===== src/rtl/lpm_pkg.sv =====
package lpm_pkg;
    typedef enum logic [2:0] {
        LP_ACTIVE   = 3'd0,
        LP_ARM_STOP = 3'd1,
        LP_ARM_SUSP = 3'd2,
        LP_STOP     = 3'd3,
        LP_SUSPEND  = 3'd4,
        LP_WAKE     = 3'd5,
        LP_RESET    = 3'd6
    } lp_state_e;

    localparam int HALT_REQ_BIT = 1;
    localparam int DOZE_REQ_BIT = 5;
    localparam int N_WAKE_IN    = 3;
endpackage


===== src/rtl/lpm_sync.sv =====
module lpm_sync #(
    parameter int WIDTH = 3
) (
    input  logic             clk,
    input  logic             rst_n,
    input  logic [WIDTH-1:0] async_in,
    output logic [WIDTH-1:0] sync_out
);
    for (genvar g = 0; g < WIDTH; g++) begin : g_bit
        logic stage1_q;
        logic stage2_q;
        always_ff @(posedge clk or negedge rst_n) begin
            if (!rst_n) begin
                stage1_q <= 1'b0;
                stage2_q <= 1'b0;
            end else begin
                stage1_q <= async_in[g];
                stage2_q <= stage1_q;
            end
        end
        assign sync_out[g] = stage2_q;
    end
endmodule


===== src/rtl/lpm_mcd.sv =====
module lpm_mcd #(
    parameter int TIMEOUT = 100,
    parameter int HOLD    = 4
) (
    input  logic clk,
    input  logic rst_n,
    input  logic en,
    input  logic gated,
    output logic mcd_rst
);
    localparam int CW = (TIMEOUT > 1) ? $clog2(TIMEOUT) : 1;
    localparam int HW = $clog2(HOLD + 1);

    logic [CW-1:0] cnt_q;
    logic [HW-1:0] hold_q;

    always_ff @(posedge clk or negedge rst_n) begin
        if (!rst_n) begin
            cnt_q  <= '0;
            hold_q <= '0;
        end else if (hold_q != '0) begin
            hold_q <= hold_q - 1'b1;
            cnt_q  <= '0;
        end else if (en && gated) begin
            if (cnt_q == CW'(TIMEOUT - 1)) begin
                hold_q <= HW'(HOLD);
                cnt_q  <= '0;
            end else begin
                cnt_q <= cnt_q + 1'b1;
            end
        end else begin
            cnt_q <= '0;
        end
    end

    assign mcd_rst = (hold_q != '0);

    assert_mcd_cause_R10: assert property (@(posedge clk) disable iff (!rst_n)
        $rose(mcd_rst) |-> $past(en && gated));
endmodule


===== src/rtl/lpm_fsm.sv =====
module lpm_fsm
    import lpm_pkg::*;
#(
    parameter int DATA_W = 8
) (
    input  logic              clk,
    input  logic              rst_n,
    input  logic              wr_pwr,
    input  logic              wr_osc,
    input  logic [DATA_W-1:0] wr_data,
    input  logic              retire,
    input  logic              pm_s,
    input  logic              cmp_s,
    input  logic              cmp_wake_en,
    input  logic              rst_req,
    output logic              core_clk_en,
    output logic              iosc_en,
    output logic              pm_clk_en,
    output logic              core_rst,
    output logic              resume,
    output logic [1:0]        wake_src,
    output logic              stop_flag,
    output logic              susp_flag
);
    localparam logic [DATA_W-1:0] REQ_MASK =
        (DATA_W'(1) << HALT_REQ_BIT) | (DATA_W'(1) << DOZE_REQ_BIT);

    lp_state_e state_q, state_d;
    logic [1:0] src_q, src_d;
    logic       halt_wr, doze_wr, cmp_wake;
    logic       unused_wr;

    assign halt_wr   = wr_pwr && wr_data[HALT_REQ_BIT];
    assign doze_wr   = wr_osc && wr_data[DOZE_REQ_BIT];
    assign cmp_wake  = cmp_wake_en && !cmp_s;
    assign unused_wr = ^(wr_data & ~REQ_MASK);

    // state register
    always_ff @(posedge clk or negedge rst_n) begin
        if (!rst_n) begin
            state_q <= LP_ACTIVE;
            src_q   <= 2'b00;
        end else begin
            state_q <= state_d;
            src_q   <= src_d;
        end
    end

    // next state
    always_comb begin
        state_d = state_q;
        src_d   = src_q;
        if (rst_req) begin
            state_d = LP_RESET;
        end else begin
            unique case (state_q)
                LP_ACTIVE: begin
                    if (halt_wr)      state_d = LP_ARM_STOP;
                    else if (doze_wr) state_d = LP_ARM_SUSP;
                end
                LP_ARM_STOP: if (retire) state_d = LP_STOP;
                LP_ARM_SUSP: if (retire) state_d = LP_SUSPEND;
                LP_STOP:     state_d = LP_STOP;
                LP_SUSPEND: begin
                    if (pm_s || cmp_wake) begin
                        state_d = LP_WAKE;
                        src_d   = {cmp_wake, pm_s};
                    end
                end
                LP_WAKE:     state_d = LP_ACTIVE;
                LP_RESET:    state_d = LP_ACTIVE;
                default:     state_d = LP_ACTIVE;
            endcase
        end
    end

    // outputs
    always_comb begin
        core_clk_en = 1'b1;
        iosc_en     = 1'b1;
        pm_clk_en   = 1'b1;
        core_rst    = 1'b0;
        resume      = 1'b0;
        wake_src    = 2'b00;
        stop_flag   = 1'b0;
        susp_flag   = 1'b0;
        unique case (state_q)
            LP_ACTIVE:   ;
            LP_ARM_STOP: stop_flag = 1'b1;
            LP_ARM_SUSP: susp_flag = 1'b1;
            LP_STOP: begin
                stop_flag   = 1'b1;
                core_clk_en = 1'b0;
                iosc_en     = 1'b0;
                pm_clk_en   = 1'b0;
            end
            LP_SUSPEND: begin
                susp_flag   = 1'b1;
                core_clk_en = 1'b0;
                iosc_en     = 1'b0;
            end
            LP_WAKE: begin
                resume   = 1'b1;
                wake_src = src_q;
            end
            LP_RESET:    core_rst = 1'b1;
            default:     ;
        endcase
    end

    assert_halt_exit_R6: assert property (@(posedge clk) disable iff (!rst_n)
        (state_q == LP_STOP) |=> (state_q == LP_STOP || state_q == LP_RESET));

    assert_gate_on_retire_R2: assert property (@(posedge clk) disable iff (!rst_n)
        $fell(core_clk_en) |-> $past(retire));

    assert_resume_src_R7: assert property (@(posedge clk) disable iff (!rst_n)
        resume |-> (wake_src != 2'b00));

    assert_resume_from_doze_R7: assert property (@(posedge clk) disable iff (!rst_n)
        resume |-> $past(susp_flag && !core_clk_en));
endmodule


===== src/rtl/lpm_seq_ctrl.sv =====
module lpm_seq_ctrl
    import lpm_pkg::*;
#(
    parameter int MCD_TIMEOUT = 100,
    parameter int MCD_HOLD    = 4,
    parameter int DATA_W      = 8
) (
    input  logic              clk,
    input  logic              rst_n,
    input  logic              wr_pwr,
    input  logic              wr_osc,
    input  logic [DATA_W-1:0] wr_data,
    input  logic              retire,
    input  logic              port_match,
    input  logic              cmp_out,
    input  logic              cmp_wake_en,
    input  logic              ext_rst,
    input  logic              mcd_en,
    input  logic              xosc_en_req,
    output logic              core_clk_en,
    output logic              iosc_en,
    output logic              pm_clk_en,
    output logic              xosc_en,
    output logic              core_rst,
    output logic              resume,
    output logic [1:0]        wake_src,
    output logic              stop_flag,
    output logic              susp_flag,
    output logic              mcd_rst
);
    logic [N_WAKE_IN-1:0] wake_sync;
    logic                 pm_s, cmp_s, xrst_s;

    lpm_sync #(.WIDTH(N_WAKE_IN)) u_sync (
        .clk      (clk),
        .rst_n    (rst_n),
        .async_in ({ext_rst, cmp_out, port_match}),
        .sync_out (wake_sync)
    );
    assign pm_s   = wake_sync[0];
    assign cmp_s  = wake_sync[1];
    assign xrst_s = wake_sync[2];

    lpm_mcd #(.TIMEOUT(MCD_TIMEOUT), .HOLD(MCD_HOLD)) u_mcd (
        .clk     (clk),
        .rst_n   (rst_n),
        .en      (mcd_en),
        .gated   (!core_clk_en),
        .mcd_rst (mcd_rst)
    );

    lpm_fsm #(.DATA_W(DATA_W)) u_fsm (
        .clk         (clk),
        .rst_n       (rst_n),
        .wr_pwr      (wr_pwr),
        .wr_osc      (wr_osc),
        .wr_data     (wr_data),
        .retire      (retire),
        .pm_s        (pm_s),
        .cmp_s       (cmp_s),
        .cmp_wake_en (cmp_wake_en),
        .rst_req     (xrst_s || mcd_rst),
        .core_clk_en (core_clk_en),
        .iosc_en     (iosc_en),
        .pm_clk_en   (pm_clk_en),
        .core_rst    (core_rst),
        .resume      (resume),
        .wake_src    (wake_src),
        .stop_flag   (stop_flag),
        .susp_flag   (susp_flag)
    );

    assign xosc_en = xosc_en_req;

    assert_reset_cause_R9: assert property (@(posedge clk) disable iff (!rst_n)
        $rose(core_rst) |-> $past(xrst_s || mcd_rst));
endmodule


===== config.mk =====
export PLATFORM = sky130hd
export DESIGN_NAME = lpm_seq_ctrl
export DESIGN_NICKNAME = d
export VERILOG_FILES = /design/src/rtl/lpm_pkg.sv /design/src/rtl/lpm_sync.sv /design/src/rtl/lpm_mcd.sv /design/src/rtl/lpm_fsm.sv /design/src/rtl/lpm_seq_ctrl.sv
export SDC_FILE = /design/constraint.sdc
export NUM_CORES = 1
export LEC_CHECK = 0
export BUFFER_PORTS_ARGS = -buffer_cell sky130_fd_sc_hd__buf_2
export CAP_MARGIN = 20
export CELL_PAD_IN_SITES_DETAIL_PLACEMENT = 0
export CELL_PAD_IN_SITES_GLOBAL_PLACEMENT = 1
export CORE_MARGIN = 2
export CORE_UTILIZATION = 40
export CTS_BUF_LIST = sky130_fd_sc_hd__clkbuf_4 sky130_fd_sc_hd__clkbuf_8 sky130_fd_sc_hd__clkbuf_16
export DETAILED_ROUTE_END_ITERATION = 16
export GPL_TIMING_DRIVEN = 0
export PLACE_DENSITY_LB_ADDON = 0.1
export SLEW_MARGIN = 20
export SYNTH_ARGS = -nofsm -noshare
export SYNTH_HDL_FRONTEND = slang
export SYNTH_SLANG_ARGS = --single-unit

===== constraint.sdc =====
create_clock -name clk -period 4.1 [get_ports clk]
set_input_delay 0.82 -clock clk [delete_from_list [all_inputs] [get_ports clk]]
set_output_delay 0.82 -clock clk [all_outputs]
set_load 0.05 [all_outputs]

==> results of run 1 <==
Yosys cell counts, drive strengths merged (2+ instances only):
master | number | area (um2)
xor2 | 2 | 17.5
xnor2 | 5 | 43.8
dfrtp | 21 | 526
nand2 | 9 | 33.8
a22o | 2 | 17.5
nand3 | 4 | 20.0
and3 | 3 | 18.8
a21oi | 2 | 10.0
inv | 4 | 15.0
buf | 5 | 38.8
nor3 | 4 | 31.3
nor2b | 2 | 12.5
o21ai | 2 | 10.0
nor2 | 14 | 60.1
metrics by stage:
stage                     total power, uW  util [%]  cells  setup WS (ps)
after CTS                             740      50.9    149           1510
after global routing                  784      50.9    149           1430
after global placement                634      49.6    145           1870
final                                 730      50.9    149           1540
after detailed placement              638      49.6    145           1860
after floorplan                       563         -     95           1490
worst register-to-register path, stage by stage (launching register included):
cell and delay (ps):
dfrtp_1 390, buf_6 140, or3b_4 410, nor3_4 220, a211oi_2 90, a211o_1 310
per-layer routing:
metal | track usage (%) | vias up
met5 | 0 | -
met4 | 5.13 | 0
met3 | 3.33 | 2
met2 | 24.3 | 14
met1 | 19.2 | 341
li1 | - | 369
flip-flops by register name, summed over array words and instances, names as in the netlist:
name and count:
u_mcd.cnt_q 7, u_fsm.state_q 3, u_mcd.hold_q 3, u_sync.g_bit.stage1_q 3, u_sync.g_bit.stage2_q 3, u_fsm.src_q 2
cell families (layout without fill, tap and decap cells):
logic type	count (synthesis)	count (layout)	synth area share [%]
compound gates	9	9	6.74
xor+xnor	7	7	6.23
fa+ha+maj	1	1	1.27
buf+inv	10	36	5.85
flops	21	21	53.4
mux	1	1	1.02
simple gates	46	46	25.4
final cells by class:
| cell class | instances | area [um2] | share of cell area [%] |
|---|---|---|---|
| sequential | 21 | 526 | 45.4 |
| multi-input combinational | 64 | 400 | 34.6 |
| tap | 28 | 35.0 | 3.02 |
| inverter | 4 | 15.0 | 1.30 |
| clock buffer | 4 | 30.0 | 2.59 |
| timing repair buffer | 22 | 110 | 9.50 |
| buffer | 6 | 42.5 | 3.67 |
report_power, final:
part,internal (uW),switching (uW)
Sequential,236,13.5
Clock,44.4,55.8
Combinational,126,253
final timing paths:
kind | start | to | slack (ps) | cells past startpoint
min in group asynchronous | rst_n | u_fsm.state_q[2] | 460 | 1
max in group asynchronous | rst_n | u_mcd.cnt_q[3] | 3320 | 1
hold reg to reg | u_sync.g_bit[1].stage1_q | u_sync.g_bit[1].stage2_q | 360 | 0
setup reg to reg | u_fsm.state_q[1] | u_fsm.state_q[2] | 2440 | 5
hold / removal | u_sync.g_bit[1].stage1_q | u_sync.g_bit[1].stage2_q | 360 | 0
setup / recovery | u_fsm.state_q[1] | iosc_en | 1540 | 6
==> metrics.md, run 1 <==
| Metric | Value |
|---|---|
| Run status | `completed` |
| Met1 WL | `835 um` |
| Layout cells sized above 1 | `28.9%` |
| DIE AREA | `2870 um2` |
| Warnings, synthesis | `0` |
| Die outline width | `53.6 um` |
| Max Used Layer | `met4` |
| Max Buffers Root-to-Sink | `2` |
| Crit path cell chain | `buf_6 > or3b_4 > nand2_1 > inv_1 > buf_4 > buf_2` |
| Min Clock Period, post-route | `2560 ps` |
| CTS sink cnt | `21` |
| Crit path buf inv count | `4` |
| Final-layout fill cell count | `223` |
| Antenna violations before repair | `0` |
| Largest net degree at the start of global routing | `22` |
| Via count | `726` |
| Worst hold margin | `359 ps` |
| Routed WL per cell | `11.3 um` |
| Final Hold Viols | `0` |
| Most frequent cells in the layout | `buf_2 (23), dfrtp_1 (21), nor2_1 (13), nand2_1 (9), xnor2_1 (5)` |
| CTS resizes | `0` |
| Lkg Pwr | `0.000584 uW` |
| Tot GR Track Use | `14.8%` |
| Slew Limit Fails | `0` |
| Total gr overflow | `0` |
| Setup Skew | `6.05 ps` |
| Clock root cell | `clkbuf_4` |
| WL final | `1690 um` |
| Reg clk slew, reported paths | `110 ps` |
| TritonCTS clock tree | `done` |
| CP delay by family, top | `simple AND/OR/NAND/NOR gates` |
| CP endpoint kind | `output port` |
| WL met2 | `767 um` |
| Slowest cell delay on critical path | `410 ps` |
| F_max | `0.391 GHz` |
| Hold Path Class | `flip-flop to flip-flop` |
| CP Max Fanout | `10` |
| Row cnt | `17` |
| Synth Register Bits | `21` |
| First-pass GRT wire length | `3050 um` |
| Syn_nets | `115` |
| Die height | `53.6 um` |
| Post-CTS Setup Bufs | `0` |
| Critical path type | `flip-flop to output port` |
| Slew headroom | `69.1%` |
| Starting DRT DRC Count | `13` |
| Top Ports | `30` |
| Mapped Avg Cell Area | `10.4 um2` |
| Slowest CP cell | `or3b_4` |
| Nets | `142` |
| Pwr dens | `630 nW/um2` |
| N_diodes | `0` |
| Clk_lat worst skew | `290 ps` |
| Post-route DRC violation count | `0` |
| Setup TNS | `0 ps` |
| RSZ-0062 raised after global routing | `no` |
| Area delta synth->final | `17.8%` |
| GPL Wtd Cong | `0.691` |
| H-tree depth | `1` |
| Post-synth ARST share | `100%` |
| Synth Instances | `95` |
| Port Buffers | `22` |
| Post-DP Area | `1130 um2` |
| Final worst-path cycle share | `62.4%` |
| Worst-Margin Slew | `464 ps` |
| Total CTS buffers | `3` |
| Initial Util | `43.2%` |
| Vias per std cell | `4.87` |
| Final ANT Viol Nets | `0` |
| Final instance area | `1160 um2` |
| Final setup vio count | `0` |
| VDD IR max | `0.300 mV` |
| Max Cap Violations | `0` |
| Most used DFF post-synth | `dfrtp_1` |
| Commonest non-fill, non-tap cell in the layout | `buf_2` |
| Arr. time, crit path | `1740 ps` |
| Post-synth EDFFs | `0` |
| # hold bufs at CTS | `0` |
| Critical Path RT | `3280 ps` |
| Register area share after synthesis | `53.4%` |
| Yosys cell types | `34` |
| Startpoint types | `flip-flop` |
| Vias in the first global route | `706` |
| Cell area after synthesis | `983 um2` |
| Post-detail-place hpwl | `1260 um` |
| First-pass DRT Iterations | `4` |
| Core area | `2280 um2` |
| Metal3 WL | `70 um` |
Note: power is estimated with default switching activity, not from simulation.
==> run 2: changes to the inputs <==
--- a/config.mk
+++ b/config.mk
@@ -10,7 +10,7 @@
 export CELL_PAD_IN_SITES_DETAIL_PLACEMENT = 0
 export CELL_PAD_IN_SITES_GLOBAL_PLACEMENT = 1
 export CORE_MARGIN = 2
-export CORE_UTILIZATION = 40
+export CORE_UTILIZATION = 37
 export CTS_BUF_LIST = sky130_fd_sc_hd__clkbuf_4 sky130_fd_sc_hd__clkbuf_8 sky130_fd_sc_hd__clkbuf_16
 export DETAILED_ROUTE_END_ITERATION = 16
 export GPL_TIMING_DRIVEN = 0
==> constraint.sdc (replaced) <==
create_clock -name clk -period 2.6 [get_ports clk]
set_input_delay 0.52 -clock clk [delete_from_list [all_inputs] [get_ports clk]]
set_output_delay 0.52 -clock clk [all_outputs]
set_load 0.05 [all_outputs]
==> metrics.md, run 2 (synthesis results as in run 1) <==
| Metric | Value |
|---|---|
| Run status | `completed` |
| Via count | `741 (+2.1%)` |
| Row cnt | `18 (+1)` |
| Setup TNS | `0 ps (unchanged)` |
| Vias per std cell | `4.91 (+0.71%)` |
| Final ANT Viol Nets | `0 (unchanged)` |
| CTS resizes | `0 (unchanged)` |
| F_max | `0.437 GHz` |
| Core area | `2500 um2 (+9.8%)` |
| Routed WL per cell | `11.2 um (-1.0%)` |
| GPL Wtd Cong | `0.724 (+4.8%)` |
| Startpoint types | `flip-flop` |
| Lkg Pwr | `0.000580 uW (-0.76%)` |
| Reg clk slew, reported paths | `110 ps (about the same)` |
| DIE AREA | `3090 um2 (+7.5%)` |
| Pre-CTS WS | `636 ps (-1220 ps)` |
| Max Buffers Root-to-Sink | `2 (unchanged)` |
| Worst hold margin | `145 ps (-214 ps)` |
| N_diodes | `0 (unchanged)` |
| Tot Pwr | `1150 uW (+58%)` |
| Crit. Startpoint | `u_fsm.state_q[1]` |
| Crit path buf inv count | `4 (unchanged)` |
| Starting DRT DRC Count | `16 (+3)` |
| Top Ports | `30 (unchanged)` |
| Die outline width | `55.6 um (+3.7%)` |
| Post-route DRC violation count | `0 (unchanged)` |
| Slew Limit Fails | `0 (unchanged)` |
| Total CTS buffers | `3 (unchanged)` |
| Max Cap Violations | `0 (unchanged)` |
| Initial Util | `39.3% (-3.9 points)` |
| Largest net degree at the start of global routing | `22 (unchanged)` |
| H-tree depth | `1 (unchanged)` |
| Pwr dens | `993 nW/um2 (+58%)` |
| Commonest non-fill, non-tap cell in the layout | `buf_2` |
| Tot GR Track Use | `11.6% (-3.2 points)` |
| Min Clock Period, post-route | `2290 ps` |
| Post-detail-place hpwl | `1330 um (+5.2%)` |
| GR met2 Demand/Resource | `17.9% (-6.4 points)` |
| Met1 Usage GRT | `14.9% (-4.3 points)` |
| Slowest cell delay on critical path | `410 ps (about the same)` |
| GRT busiest layer | `met2` |
| # hold bufs at CTS | `0 (unchanged)` |
| Final Hold Viols | `0 (unchanged)` |
| Final instance area | `1160 um2 (+0.22%)` |
| TritonCTS clock tree | `done` |
| Post-DP Area | `1130 um2 (+0.22%)` |
| Critical path type | `flip-flop to output port` |
| Post-CTS Setup Bufs | `0 (unchanged)` |
| Worst-Margin Slew | `451 ps (-13.5 ps)` |
| Max reg flops | `7 (unchanged)` |
| Layout cells sized above 1 | `28.9% (unchanged)` |
| First-pass DRT Iterations | `5 (+1)` |
| Crit path cell chain | `buf_6 > or3b_4 > nand2_1 > inv_1 > buf_4 > buf_2` |
| CP Max Fanout | `10 (unchanged)` |
| CP delay by family, top | `simple AND/OR/NAND/NOR gates` |
| Biggest register | `u_mcd.cnt_q` |
| Arr. time, crit path | `1770 ps (+30 ps)` |
| Hold Path Class | `primary input to async pin` |
| Die height | `55.6 um (+3.7%)` |
| RR Startpoint | `u_fsm.state_q[1]` |
| Final setup vio count | `0 (unchanged)` |
| WL final | `1690 um (+0.30%)` |
| Critical Path RT | `2080 ps (-1200 ps)` |
| CP endpoint kind | `output port` |
| Most frequent cells in the layout | `buf_2 (23), dfrtp_1 (21), nor2_1 (13), nand2_1 (9), xnor2_1 (5)` |
| Port Buffers | `22 (unchanged)` |
| Met3 Use GR | `4.22% (+0.88 points)` |
| Clk_lat worst skew | `300 ps (about the same)` |
| Clock root cell | `clkbuf_4` |
| Setup Skew | `0.709 ps (-5.34 ps)` |
| VDD IR max | `0.454 mV (+51%)` |
| First-pass GRT wire length | `2790 um (-8.4%)` |
| Slowest CP cell | `or3b_4` |
| CTS sink cnt | `21 (unchanged)` |
| Area delta synth->final | `18.1%` |
| Total gr overflow | `0 (unchanged)` |
| Slew headroom | `70.0% (+0.90 points)` |
| PnR worst setup slack | `313 ps (-1230 ps)` |
| Antenna violations before repair | `0 (unchanged)` |
| Final worst-path cycle share | `88.0%` |
| Nets | `142 (unchanged)` |
| Vias in the first global route | `651 (-7.8%)` |
| RSZ-0062 raised after global routing | `no` |
[run 2: changes by cell type in the layout (fill, tap and decap cells not counted)]
cell and change:
clkbuf_4 -1, clkinvlp_4 +1
[run 2: per-layer routing]
layer,vias to the layer above,routed length [um]
met5,-,0
met4,0,12
met3,2,91
met2,19,781
met1,352,805
li1,368,-
[run 2: cell type report]
type | count | area, um2
clock inverters | 1 | 7.51
plain buffers | 6 | 42.5
well taps | 30 | 37.5
clock buffers | 3 | 22.5
multi-input cells | 64 | 400
repair buffers | 22 | 110
flip-flops and latches | 21 | 526
fillers | 251 | 1340
inverters | 4 | 15.0
[run 2: stage by stage]
stage               utilization [%]  std cells
floorplan                         -         95
global placement               45.2        147
detailed placement             45.2        147
CTS                            46.4        151
global route                   46.4        151
finish                         46.4        151
[run 2: power breakdown]
part           internal [uW]  switching, uW
sequential               372           21.9
clock                   58.6           97.4
combinational            199            403
total                    631            522
[run 2: worst paths after layout]
path | cells after the start | end | slack [ps]
setup / recovery | 6 | iosc_en | 310
hold / removal | 1 | u_fsm.state_q[1] | 140
setup reg to reg | 5 | u_fsm.state_q[2] | 940
hold reg to reg | 0 | u_sync.g_bit[0].stage2_q | 360
max in group asynchronous | 1 | u_sync.g_bit[0].stage2_q | 2150
min in group clk | 1 | u_sync.g_bit[2].stage1_q | 310
==> run 3: changes to the inputs <==
--- a/config.mk
+++ b/config.mk
@@ -10,7 +10,7 @@
 export CELL_PAD_IN_SITES_DETAIL_PLACEMENT = 0
 export CELL_PAD_IN_SITES_GLOBAL_PLACEMENT = 1
 export CORE_MARGIN = 2
-export CORE_UTILIZATION = 37
+export CORE_UTILIZATION = 33
 export CTS_BUF_LIST = sky130_fd_sc_hd__clkbuf_4 sky130_fd_sc_hd__clkbuf_8 sky130_fd_sc_hd__clkbuf_16
 export DETAILED_ROUTE_END_ITERATION = 16
 export GPL_TIMING_DRIVEN = 0
==> constraint.sdc (replaced) <==
create_clock -name clk -period 2.1 [get_ports clk]
set_input_delay 0.42 -clock clk [delete_from_list [all_inputs] [get_ports clk]]
set_output_delay 0.42 -clock clk [all_outputs]
set_load 0.05 [all_outputs]
==> metrics.md, run 3 (synthesis results as in run 1) <==
| Metric | Value |
|---|---|
| Max Cap Violations | `0 (unchanged)` |
| Run status | `finished, violations left` |
| WL final | `1740 um (+2.6%)` |
| CP Depth | `6 (unchanged)` |
| Final worst-path cycle share | `96.0%` |
| Clock root cell | `clkbuf_4` |
| Final setup vio count | `0 (unchanged)` |
| PnR worst setup slack | `84.8 ps (-228 ps)` |
| N_diodes | `0 (unchanged)` |
| Via count | `729 (-1.6%)` |
| Final instance area | `1200 um2 (+3.1%)` |
| Total CTS buffers | `3 (unchanged)` |
| TritonCTS clock tree | `done` |
| Final Hold Viols | `0 (unchanged)` |
| Top Ports | `30 (unchanged)` |
| DIE AREA | `3430 um2 (+11%)` |
| Min Clock Period, post-route | `2020 ps` |
| Combinational Power Share | `54.7% (+2.5 points)` |
| Vias per std cell | `4.70 (-4.2%)` |
| Layout cells sized above 1 | `32.3% (+3.3 points)` |
| Reg clk slew, reported paths | `110 ps (about the same)` |
| R2R depth | `6 (+1)` |
| Critical Path RT | `1680 ps (-400 ps)` |
| Largest net degree at the start of global routing | `22 (unchanged)` |
| Sw Pwr | `657 uW (+26%)` |
| Post-detail-place hpwl | `1290 um (-3.0%)` |
| Slowest cell delay on critical path | `390 ps (-20 ps)` |
| First-pass DRT Iterations | `10 (+5)` |
| Final ANT Viol Nets | `0 (unchanged)` |
| Vias in the first global route | `664 (+2.0%)` |
| RSZ-0062 raised after global routing | `no` |
| Clk_lat worst skew | `300 ps (about the same)` |
| Slew headroom | `69.1% (-0.82 points)` |
| CTS sink cnt | `21 (unchanged)` |
| Clock power share | `12.7% (-0.8 points)` |
| Most frequent cells in the layout | `buf_2 (22), dfrtp_1 (21), nor2_1 (13), nand2_1 (8), buf_4 (6)` |
| CP Max Fanout | `7 (-3)` |
| CP delay by family, top | `simple AND/OR/NAND/NOR gates` |
| Die outline width | `58.6 um (+5.5%)` |
| Biggest register | `u_mcd.cnt_q` |
| Critical path type | `flip-flop to output port` |
| CP most frequent cell | `buf_6` |
| GPL Wtd Cong | `0.802 (+11%)` |
| Sw frac | `44.0% (-1.3 points)` |
| Dpl cells | `148 (+0.68%)` |
| CP endpoint kind | `output port` |
| Routed WL per cell | `11.2 um (about the same)` |
| Failing checks | `DRC` |
| Antenna violations before repair | `0 (unchanged)` |
| Port Buffers | `22 (unchanged)` |
| Crit path cell chain | `buf_6 > or3b_4 > nand2_4 > inv_1 > buf_4 > buf_6` |
| Startpoint types | `flip-flop` |
| Starting DRT DRC Count | `17 (+1)` |
| Post-DP Area | `1130 um2 (+0.11%)` |
| Nets | `145 (+2.1%)` |
| First-pass GRT wire length | `2840 um (+1.5%)` |
| F_max | `0.496 GHz` |
| # hold bufs at CTS | `0 (unchanged)` |
| Crit path buf inv count | `4 (unchanged)` |
| Lkg Pwr | `0.000605 uW (+4.2%)` |
| Arr. time, crit path | `1600 ps (-170 ps)` |
| Commonest non-fill, non-tap cell in the layout | `buf_2` |
| Area delta synth->final | `21.8%` |
| Internal Power | `836 uW (+33%)` |
| Setup TNS | `0 ps (unchanged)` |
| Slew Limit Fails | `0 (unchanged)` |
| Setup Skew | `1.24 ps (+0.532 ps)` |
| Pwr dens | `1250 nW/um2 (+26%)` |
| Die height | `58.6 um (+5.5%)` |
| Max reg flops | `7 (unchanged)` |
| Total gr overflow | `0 (unchanged)` |
| Core area | `2810 um2 (+12%)` |
| Worst-Margin Slew | `459 ps (+8.77 ps)` |
| Initial Util | `35.1% (-4.3 points)` |
| VDD IR max | `0.352 mV (-22%)` |
| Hold Path Class | `primary input to async pin` |
| Max Buffers Root-to-Sink | `2 (unchanged)` |
| Pre-CTS WS | `248 ps (-388 ps)` |
| Post-route DRC violation count | `2 (+2)` |
| Non-filler cells, final | `155 (+2.6%)` |
| Part of the power in registers | `32.6% (-1.6 points)` |
| Slowest CP cell | `dfrtp_1` |
| H-tree depth | `1 (unchanged)` |
| Tot GR Track Use | `11.0% (-0.55 points)` |
| Row cnt | `19 (+1)` |
## run 3: cell count changes in the layout (fill, tap and decap cells not counted)
cell        delta
buf_2          -1
buf_4          +3
buf_6          +1
clkbuf_1       -1
clkbuf_2       +1
clkinv_2       +1
clkinvlp_4     -1
nand2_1        -1
nand2_4        +1
## run 3: final timing paths
check                                            to                startpoint  slack [ps]
setup / recovery                            iosc_en          u_fsm.state_q[1]          80
hold / removal                     u_fsm.state_q[2]                     rst_n          50
setup reg to reg                   u_fsm.state_q[2]          u_fsm.state_q[1]         340
hold reg to reg            u_sync.g_bit[0].stage2_q  u_sync.g_bit[0].stage1_q         360
max in group asynchronous          u_fsm.state_q[1]                     rst_n        1730
min in group clk           u_sync.g_bit[2].stage1_q                   ext_rst         220
## run 3: what timing repair did
item / in CTS / in global routing
gates resized for setup: 4 / 2
setup endpoints to repair: 1 / 2
buffers inserted: 1 / 2
pin swaps: 1 / 2
## run 3: per-layer routing
layer / share of wire (%) / global-route usage, %
met1: 49 / 13.9
met2: 45 / 16.7
met3: 4.9 / 4.62
met4: 1.0 / 4.55
met5: 0 / 0
## run 3: area by class of cell
cell class                      count  area, um2
Sequential cell                    21        526
Buffer                              6       43.8
Clock buffer                        3       22.5
Timing Repair Buffer               25        139
Multi-Input combinational cell     64        408
Tap cell                           31       38.8
Fill cell                         292       1610
Inverter                            4       15.0
Clock inverter                      1       5.00
## run 3: through the flow
step	hold WS (ps)	power (uW)	util, %
finish	54.1	1490	42.7
global route	62.7	1590	42.7
CTS	62.2	1490	42.1
detailed placement	335	1250	40.4
global placement	332	1240	40.4
floorplan	124	1100	-
## run 3: power groups by stage
stage	sequential (uW)	combinational, uW	clock [uW]
final	487	816	190
after floorplan	489	610	0
after CTS	488	801	202
after detailed placement	496	751	0
after global routing	494	880	216
after global placement	496	749	0
